**src/rtl/pwr_req_pkg.sv**
```systemverilog
package pwr_req_pkg;

  localparam int unsigned CAPS_OFS = 0;
  localparam int unsigned CMD_OFS  = 4;

  // Capability word: bit 0 = power control present
  localparam logic [31:0] CAPS_WORD = 32'h0000_0001;

  typedef enum logic [1:0] {
    OP_NONE  = 2'd0,
    OP_RESET = 2'd1,
    OP_HALT  = 2'd2,
    OP_PANIC = 2'd3
  } op_e;

  typedef struct packed {
    logic rst;
    logic halt;
    logic panic;
  } req_t;

endpackage

```
**src/rtl/pwr_req_decode.sv**
```systemverilog
module pwr_req_decode
  import pwr_req_pkg::*;
#(
  parameter int unsigned AW = 8
) (
  input  logic          psel,
  input  logic          penable,
  input  logic          pwrite,
  input  logic [AW-1:0] paddr,
  output logic          caps_rd,
  output logic          cmd_wr,
  output logic          miss
);

  logic access;
  logic caps_hit;
  logic cmd_hit;

  always_comb begin
    access   = psel & penable;
    caps_hit = (paddr == AW'(CAPS_OFS));
    cmd_hit  = (paddr == AW'(CMD_OFS));
    caps_rd  = access & ~pwrite & caps_hit;
    cmd_wr   = access &  pwrite & cmd_hit;
    miss     = access & (pwrite ? ~cmd_hit : ~caps_hit);
  end

endmodule

```
**src/rtl/pwr_req_cmd.sv**
```systemverilog
module pwr_req_cmd
  import pwr_req_pkg::*;
#(
  parameter int unsigned DW = 32
) (
  input  logic          clk,
  input  logic          rst_n,
  input  logic          cmd_wr,
  input  logic [DW-1:0] wdata,
  output req_t          req_q
);

  localparam int unsigned OPW = 2;

  logic  code_ok;
  op_e   op;
  req_t  req_d;

  always_comb begin
    code_ok = (wdata[DW-1:OPW] == '0);
    op      = op_e'(wdata[OPW-1:0]);
    req_d   = '0;
    if (cmd_wr && code_ok) begin
      unique case (op)
        OP_RESET: req_d.rst   = 1'b1;
        OP_HALT:  req_d.halt  = 1'b1;
        OP_PANIC: req_d.panic = 1'b1;
        default:  req_d       = '0;
      endcase
    end
  end

  always_ff @(posedge clk or negedge rst_n) begin
    if (!rst_n) req_q <= '0;
    else        req_q <= req_d;
  end

  // the request outputs are mutually exclusive
  a_r10_one_req: assert property (@(posedge clk) disable iff (!rst_n)
    $onehot0(req_q));

  // a word outside the code range raises nothing
  a_r5_bad_code_quiet: assert property (@(posedge clk) disable iff (!rst_n)
    (cmd_wr && !code_ok) |=> (req_q == '0));

endmodule

```
**src/rtl/pwr_req_rdmux.sv**
```systemverilog
module pwr_req_rdmux
  import pwr_req_pkg::*;
#(
  parameter int unsigned DW = 32
) (
  input  logic          caps_rd,
  output logic [DW-1:0] rdata
);

  localparam logic [DW-1:0] CAPS = DW'(CAPS_WORD);

  for (genvar b = 0; b < DW; b++) begin : g_bit
    assign rdata[b] = caps_rd & CAPS[b];
  end

endmodule

```
**src/rtl/pwr_req_ctrl.sv**
```systemverilog
module pwr_req_ctrl
  import pwr_req_pkg::*;
#(
  parameter int unsigned AW = 8,
  parameter int unsigned DW = 32
) (
  input  logic          clk,
  input  logic          rst_n,
  input  logic          psel,
  input  logic          penable,
  input  logic          pwrite,
  input  logic [AW-1:0] paddr,
  input  logic [DW-1:0] pwdata,
  output logic [DW-1:0] prdata,
  output logic          pready,
  output logic          pslverr,
  output logic          reset_req,
  output logic          halt_req,
  output logic          panic_req,
  output logic          unimp_access,
  output logic          irq
);

  localparam logic [DW-1:0] IRQ_SOURCES = '0;

  logic          caps_rd;
  logic          cmd_wr;
  logic          miss;
  req_t          req_q;
  logic          unimp_d, unimp_q;
  logic [DW-1:0] irq_en_d, irq_en_q;

  pwr_req_decode #(.AW(AW)) u_dec (
    .psel    (psel),
    .penable (penable),
    .pwrite  (pwrite),
    .paddr   (paddr),
    .caps_rd (caps_rd),
    .cmd_wr  (cmd_wr),
    .miss    (miss)
  );

  pwr_req_cmd #(.DW(DW)) u_cmd (
    .clk    (clk),
    .rst_n  (rst_n),
    .cmd_wr (cmd_wr),
    .wdata  (pwdata),
    .req_q  (req_q)
  );

  pwr_req_rdmux #(.DW(DW)) u_rd (
    .caps_rd (caps_rd),
    .rdata   (prdata)
  );

  always_comb begin
    unimp_d  = miss;
    irq_en_d = irq_en_q;
  end

  always_ff @(posedge clk or negedge rst_n) begin
    if (!rst_n) begin
      unimp_q  <= 1'b0;
      irq_en_q <= '0;
    end else begin
      unimp_q  <= unimp_d;
      irq_en_q <= irq_en_d;
    end
  end

  assign pready       = 1'b1;
  assign pslverr      = 1'b0;
  assign reset_req    = req_q.rst;
  assign halt_req     = req_q.halt;
  assign panic_req    = req_q.panic;
  assign unimp_access = unimp_q;
  assign irq          = |(irq_en_q & IRQ_SOURCES);

  // a reset request follows a write of code 1 to the command offset
  a_r2_reset_cause: assert property (@(posedge clk) disable iff (!rst_n)
    reset_req |-> $past(psel && penable && pwrite &&
                        paddr == AW'(CMD_OFS) && pwdata == DW'(1)));

  // a halt request follows a write of code 2
  a_r3_halt_cause: assert property (@(posedge clk) disable iff (!rst_n)
    halt_req |-> $past(psel && penable && pwrite &&
                       paddr == AW'(CMD_OFS) && pwdata == DW'(2)));

  // a panic request follows a write of code 3
  a_r4_panic_cause: assert property (@(posedge clk) disable iff (!rst_n)
    panic_req |-> $past(psel && penable && pwrite &&
                        paddr == AW'(CMD_OFS) && pwdata == DW'(3)));

  // the strobe follows only an access that missed
  a_r6_unimp_cause: assert property (@(posedge clk) disable iff (!rst_n)
    unimp_access |-> $past(psel && penable &&
                           (pwrite ? paddr != AW'(CMD_OFS)
                                   : paddr != AW'(CAPS_OFS))));

  // a missed access never coincides with a request
  a_r7_miss_no_req: assert property (@(posedge clk) disable iff (!rst_n)
    unimp_access |-> !(reset_req || halt_req || panic_req));

endmodule

```
**config.mk**
```make
export PLATFORM = sky130hd
export DESIGN_NAME = pwr_req_ctrl
export DESIGN_NICKNAME = d
export VERILOG_FILES = /design/src/rtl/pwr_req_pkg.sv /design/src/rtl/pwr_req_decode.sv /design/src/rtl/pwr_req_cmd.sv /design/src/rtl/pwr_req_rdmux.sv /design/src/rtl/pwr_req_ctrl.sv
export SDC_FILE = /design/constraint.sdc
export NUM_CORES = 1
export LEC_CHECK = 0
export BUFFER_PORTS_ARGS = -buffer_cell sky130_fd_sc_hd__clkbuf_2
export CORE_ASPECT_RATIO = 1.2
export CORE_MARGIN = 2
export CORE_UTILIZATION = 28
export DETAILED_ROUTE_END_ITERATION = 7
export PLACE_DENSITY = 0.79
export SYNTH_ARGS = -nofsm -noshare
export SYNTH_HDL_FRONTEND = slang
export SYNTH_SLANG_ARGS = --single-unit
```
**constraint.sdc**
```tcl
create_clock -name clk -period 1.31 [get_ports clk]
set_clock_uncertainty 0.1 [all_clocks]
set_input_delay 0.1965 -clock clk [delete_from_list [all_inputs] [get_ports clk]]
set_output_delay 0.1965 -clock clk [all_outputs]
set_load 0.1 [all_outputs]
```
==> results of run 1 <==
## timing repair
action / CTS / global route
gates resized for setup: 1 / 1
endpoints found under the setup margin: 1 / 1
hold buffers: 1 / 0
endpoints found under the hold margin: 4 / 0
## cells by family after synthesis
group	after synthesis
buf+inv	35
simple gates	22
flops	4
other cells	2
compound gates	1
xor+xnor	1
## power breakdown
group | total (W) | internal [W] | switching, W
Clock | 0.000150 | 0.000102 | 0.0000474
Sequential | 0.000127 | 0.000126 | 0.00000125
Combinational | 0.000535 | 0.0000656 | 0.000470
Total | 0.000812 | 0.000294 | 0.000518
## metal layers
| layer | vias up | routed length (um) | GRT usage | part of all wire |
|---|---|---|---|---|
| li1 | 257 | - | - | - |
| met1 | 231 | 338 | 0.0872 | 0.27 |
| met2 | 54 | 620 | 0.164 | 0.50 |
| met3 | 2 | 264 | 0.0451 | 0.21 |
| met4 | 0 | 22 | 0.0758 | 0.018 |
| met5 | - | 0 | 0 | 0 |
## worst max-delay path: stages
cell and delay (ps):
buf_6 100, nor4_4 280, nand4_1 180, nor3_2 240, buf_12 210
## Yosys cell counts
cell type / number
a31oi_1: 1
conb_1: 2
nor4_1: 7
nor3_2: 1
nand2_1: 4
buf_4: 35
nand4_1: 1
dfrtp_1: 4
nor4_2: 1
nor3_1: 2
nor2_1: 2
and4_1: 1
and4b_1: 2
xnor2_1: 1
nand4_2: 1
## registers in the layout (all words and copies together) (netlist names)
register / cells
u_cmd.req_q: 3
unimp_access: 1
## layout make-up
cell class / count / area (um2)
fill: 180 / 1010
tap: 19 / 23.8
sequential: 4 / 100
timing repair buffer: 51 / 344
clock buffer: 3 / 22.5
multi-input combinational: 58 / 303
## final timing paths
path                          start              to  slack (ps)  cells after the start
max                        paddr[6]       prdata[0]        -190                      5
min                         penable    unimp_access          80                      3
max in group asynchronous     rst_n  u_cmd.req_q[0]         770                      2
min in group asynchronous     rst_n  u_cmd.req_q[1]         220                      2
## stage by stage
stage          worst slack, ps  utilization  cell area (um2)  hold WS [ps]
2_1_floorplan            -15.8            -              661          -199
5_1_grt                   -235        0.439              793          95.9
3_3_place_gp              -154        0.412              746         -97.8
6_report                  -189        0.439              793          84.5
3_5_place_dp              -240        0.412              746         -92.8
4_1_cts                   -210        0.435              787          79.4
==> flow_metrics.py, run 1 <==
metrics = {
    "die": {
        "dieWidth_um": 43.8,
        "initial_utilization": 0.294,
        "die-area_um2": 2270,
        "io_pins": 84,
        "die_h_um": 51.7,
        "core_um2": 1810,
        "rows": 17,
    },
    "finish": {
        "diodes": 0,
        "final_common_cell": "clkbuf_2",
        "final_cell_mix": "43 x clkbuf_2, 34 x conb_1, 7 x nor4_1",
        "drive_gt1_frac": 0.491,
        "area_delta_synth_final_pct": 49.2,
        "layout.cells.non_filler": 135,
        "nets": 163,
    },
    "pwr": {
        "ir_worst_vdd_mv": 0.378,
        "leakage_nw": 0.460,
        "p_per_area_nw_per_um2": 1020,
        "finalPower_w": 0.000812,
    },
    "synth": {
        "ys.warnings.count": 0,
        "yosysTopAreaCell": "buf_4",
        "synth_compound_area_frac": 0.0118,
        "ys_seq_area_frac": 0.188,
        "syn_inst": 65,
        "synth_xor_area_frac": 0.0165,
        "synthAdderAreaFrac": 0,
        "synth_top_family_by_area": "buffers and inverters",
        "synthDistinctLibCells": 15,
        "syn_avg_cell_area_um2": 8.18,
        "muxShareOfSynthArea": 0,
        "ys_ff_latch": 4,
        "synth_area_leaders": "buf_4 49%, dfrtp_1 19%, nor4_1 8.2%",
        "synth_top_area_frac": 0.494,
        "synth_area_um2": 532,
        "synth-simple-area-share": 0.275,
    },
    "sta": {
        "tns_ps": -189,
        "rsz0062_at_grt": "yes",
        "drv_slew": 0,
        "period_share": 1.14,
        "timing.fmax_ghz": 0.667,
        "finalHoldViolCount": 0,
        "period_needed_ps": 1500,
        "setup_slack_ps": -189,
        "setup_viol": 1,
    },
    "routing": {
        "via_per_inst": 4.03,
        "drtIter0Drc": 2,
        "drt-pass1-iter-count": 2,
        "remaining_drc_errors": 0,
        "drt-total-wl_mm": 1.25,
        "avgRoutedWirePerCell_um": 9.22,
        "postRouteAntennaNets": 0,
        "vias": 544,
    },
    "global_routing": {
        "antenna_found_initial": 0,
        "grt_pass1_vias": 417,
        "grt_pass1_wl_mm": 1.59,
        "overflow": 0,
        "grt.total_usage": 0.0972,
        "grt_max_degree": 5,
    },
    "clock_tree": {
        "cts_made_buffers": 3,
        "cts_tree": "built",
        "h-tree-depth": 1,
        "clockBufferDepth": 2,
        "clock-root-buffer": "clkbuf_4",
        "cts_setup_buffers": 0,
        "clkTransAtPathRegs_ps": 30,
        "clock_sinks": 4,
    },
    "worst_setup_path": {
        "crit_path_end_kind": "primary output",
        "required_ps": 1010,
        "start_kind": "primary input",
        "arrival_ps": 1200,
        "worstSetupPathType": "primary input to primary output",
        "critPathMaxFanout": 2,
    },
    "run_status": {
        "status": "finished, violations left",
        "violations": "negative setup slack",
    },
    "placement": {
        "io_buffers": 49,
        "dpl.hpwl_mm": 1.17,
        "globalplace.congestion": 0.643,
        "dp_cells": 131,
    },
    "flow_run": {
        "max-cap-violations": 0,
    },
    "worst_hold_path": {
        "hold_class": "primary input to flip-flop",
    },
}
Note: power is estimated with default switching activity, not from simulation.
==> inputs of run 2 (changes only) <==
- CORE_UTILIZATION: 28 -> 29
- CTS_BUF_LIST: default -> sky130_fd_sc_hd__clkbuf_4
- PLACE_DENSITY: 0.79 -> 0.82
==> flow_metrics.py, run 2 (synthesis results as in run 1) <==
metrics = {
    "global_routing": {
        "grt_pass1_vias": 430,
        "grt.total_usage": 0.107,
        "overflow": 0,
        "grt_pass1_wl_mm": 1.68,
        "grt_max_degree": 5,
        "antenna_found_initial": 0,
    },
    "routing": {
        "remaining_drc_errors": 0,
        "vias": 554,
        "drtIter0Drc": 4,
        "avgRoutedWirePerCell_um": 9.91,
        "drt-total-wl_mm": 1.34,
        "postRouteAntennaNets": 0,
        "drt-pass1-iter-count": 3,
        "via_per_inst": 4.10,
    },
    "die": {
        "initial_utilization": 0.316,
        "dieWidth_um": 43.1,
        "die_h_um": 50.9,
        "rows": 16,
        "die-area_um2": 2190,
        "io_pins": 84,
        "core_um2": 1680,
    },
    "finish": {
        "final_core_util": 0.478,
        "fin_area_um2": 805,
        "nets": 164,
        "area_delta_synth_final_pct": 51.3,
        "diodes": 0,
        "final_common_cell": "clkbuf_2",
        "regMostFlops": "u_cmd.req_q",
        "largest_reg_flops": 3,
        "drive_gt1_frac": 0.513,
        "final_cell_mix": "44 x clkbuf_2, 34 x conb_1, 6 x nor4_1",
    },
    "sta": {
        "setup_slack_ps": -187,
        "timing.fmax_ghz": 0.668,
        "period_needed_ps": 1500,
        "setup_viol": 1,
        "drv_slew": 0,
        "period_share": 1.14,
        "finalHoldViolCount": 0,
        "rsz0062_at_grt": "yes",
    },
    "worst_setup_path": {
        "critPathMaxFanout": 2,
        "arrival_ps": 1200,
        "crit_path_end_kind": "primary output",
        "start_kind": "primary input",
        "required_ps": 1010,
        "worstSetupPathType": "primary input to primary output",
    },
    "run_status": {
        "status": "finished, violations left",
        "violations": "negative setup slack",
    },
    "clock_tree": {
        "cts_tree": "built",
        "clock_sinks": 4,
        "clock-root-buffer": "clkbuf_4",
        "clkTransAtPathRegs_ps": 40,
        "clockBufferDepth": 2,
        "cts_made_buffers": 3,
        "h-tree-depth": 1,
        "cts_setup_buffers": 0,
    },
    "pwr": {
        "p_per_area_nw_per_um2": 1020,
        "finalPower_w": 0.000819,
        "leakage_nw": 0.465,
        "ir_worst_vdd_mv": 0.556,
    },
    "flow_run": {
        "max-cap-violations": 0,
    },
    "placement": {
        "dpl.hpwl_mm": 1.17,
        "io_buffers": 49,
        "globalplace.congestion": 0.694,
        "place_area_um2": 752,
    },
    "worst_hold_path": {
        "hold_class": "primary input to flip-flop",
    },
}
[run 2: cell count changes in the layout (fill, tap and decap cells not counted)]
| cell | previous run | this run |
|---|---|---|
| buf_4 | 1 | 2 |
| buf_6 | 1 | 0 |
| clkbuf_2 | 43 | 44 |
| nor3_1 | 1 | 0 |
| nor3_2 | 2 | 3 |
| nor4_1 | 7 | 6 |
| nor4_2 | 0 | 1 |
[run 2: timing repair]
| item | 4_1_cts | 5_1_grt |
|---|---|---|
| endpoints found under the hold margin | 4 | 0 |
| hold buffers | 1 | 0 |
| gates cloned | 0 | 0 |
| gates resized for setup | 1 | 2 |
| setup endpoints to repair | 1 | 4 |
[run 2: report_power, final]
part	switching (W)	internal, W
Sequential	0.00000176	0.000126
Clock	0.0000500	0.000102
Combinational	0.000474	0.0000654
[run 2: final timing paths]
path                          start        endpoint  slack (ps)  cells after the start
min in group asynchronous     rst_n  u_cmd.req_q[0]         210                      2
max in group asynchronous     rst_n  u_cmd.req_q[1]         780                      2
min                         penable    unimp_access          90                      3
max                        paddr[6]       prdata[0]        -190                      5
[run 2: area by class of cell]
type | count | area, um2
multi-input cells | 58 | 314
repair buffers | 52 | 345
flip-flops and latches | 4 | 100
well taps | 18 | 22.5
clock buffers | 3 | 22.5
fillers | 158 | 877
[run 2: per-stage QoR]
step / hold WS, ps / TNS (ps) / setup WS [ps] / cells
3_3_place_gp: -98.2 / -608 / -158 / 131
3_5_place_dp: -88.4 / -645 / -215 / 131
6_report: 94.7 / -187 / -187 / 135
2_1_floorplan: -199 / -15.8 / -15.8 / 97
4_1_cts: 85.8 / -203 / -203 / 135
5_1_grt: 97.0 / -284 / -284 / 135
[run 2: layer usage]
metal | GRT usage | vias up | routed length [um]
li1 | - | 260 | -
met1 | 0.0970 | 230 | 373
met2 | 0.182 | 64 | 636
met3 | 0.0636 | 0 | 327
met4 | 0.0606 | 0 | 0
met5 | 0 | - | 0
[run 2: worst max-delay path: stages]
cell	delay (ps)
clkbuf_2	100
nor4_4	290
nand4_1	190
nor3_2	220
buf_12	210
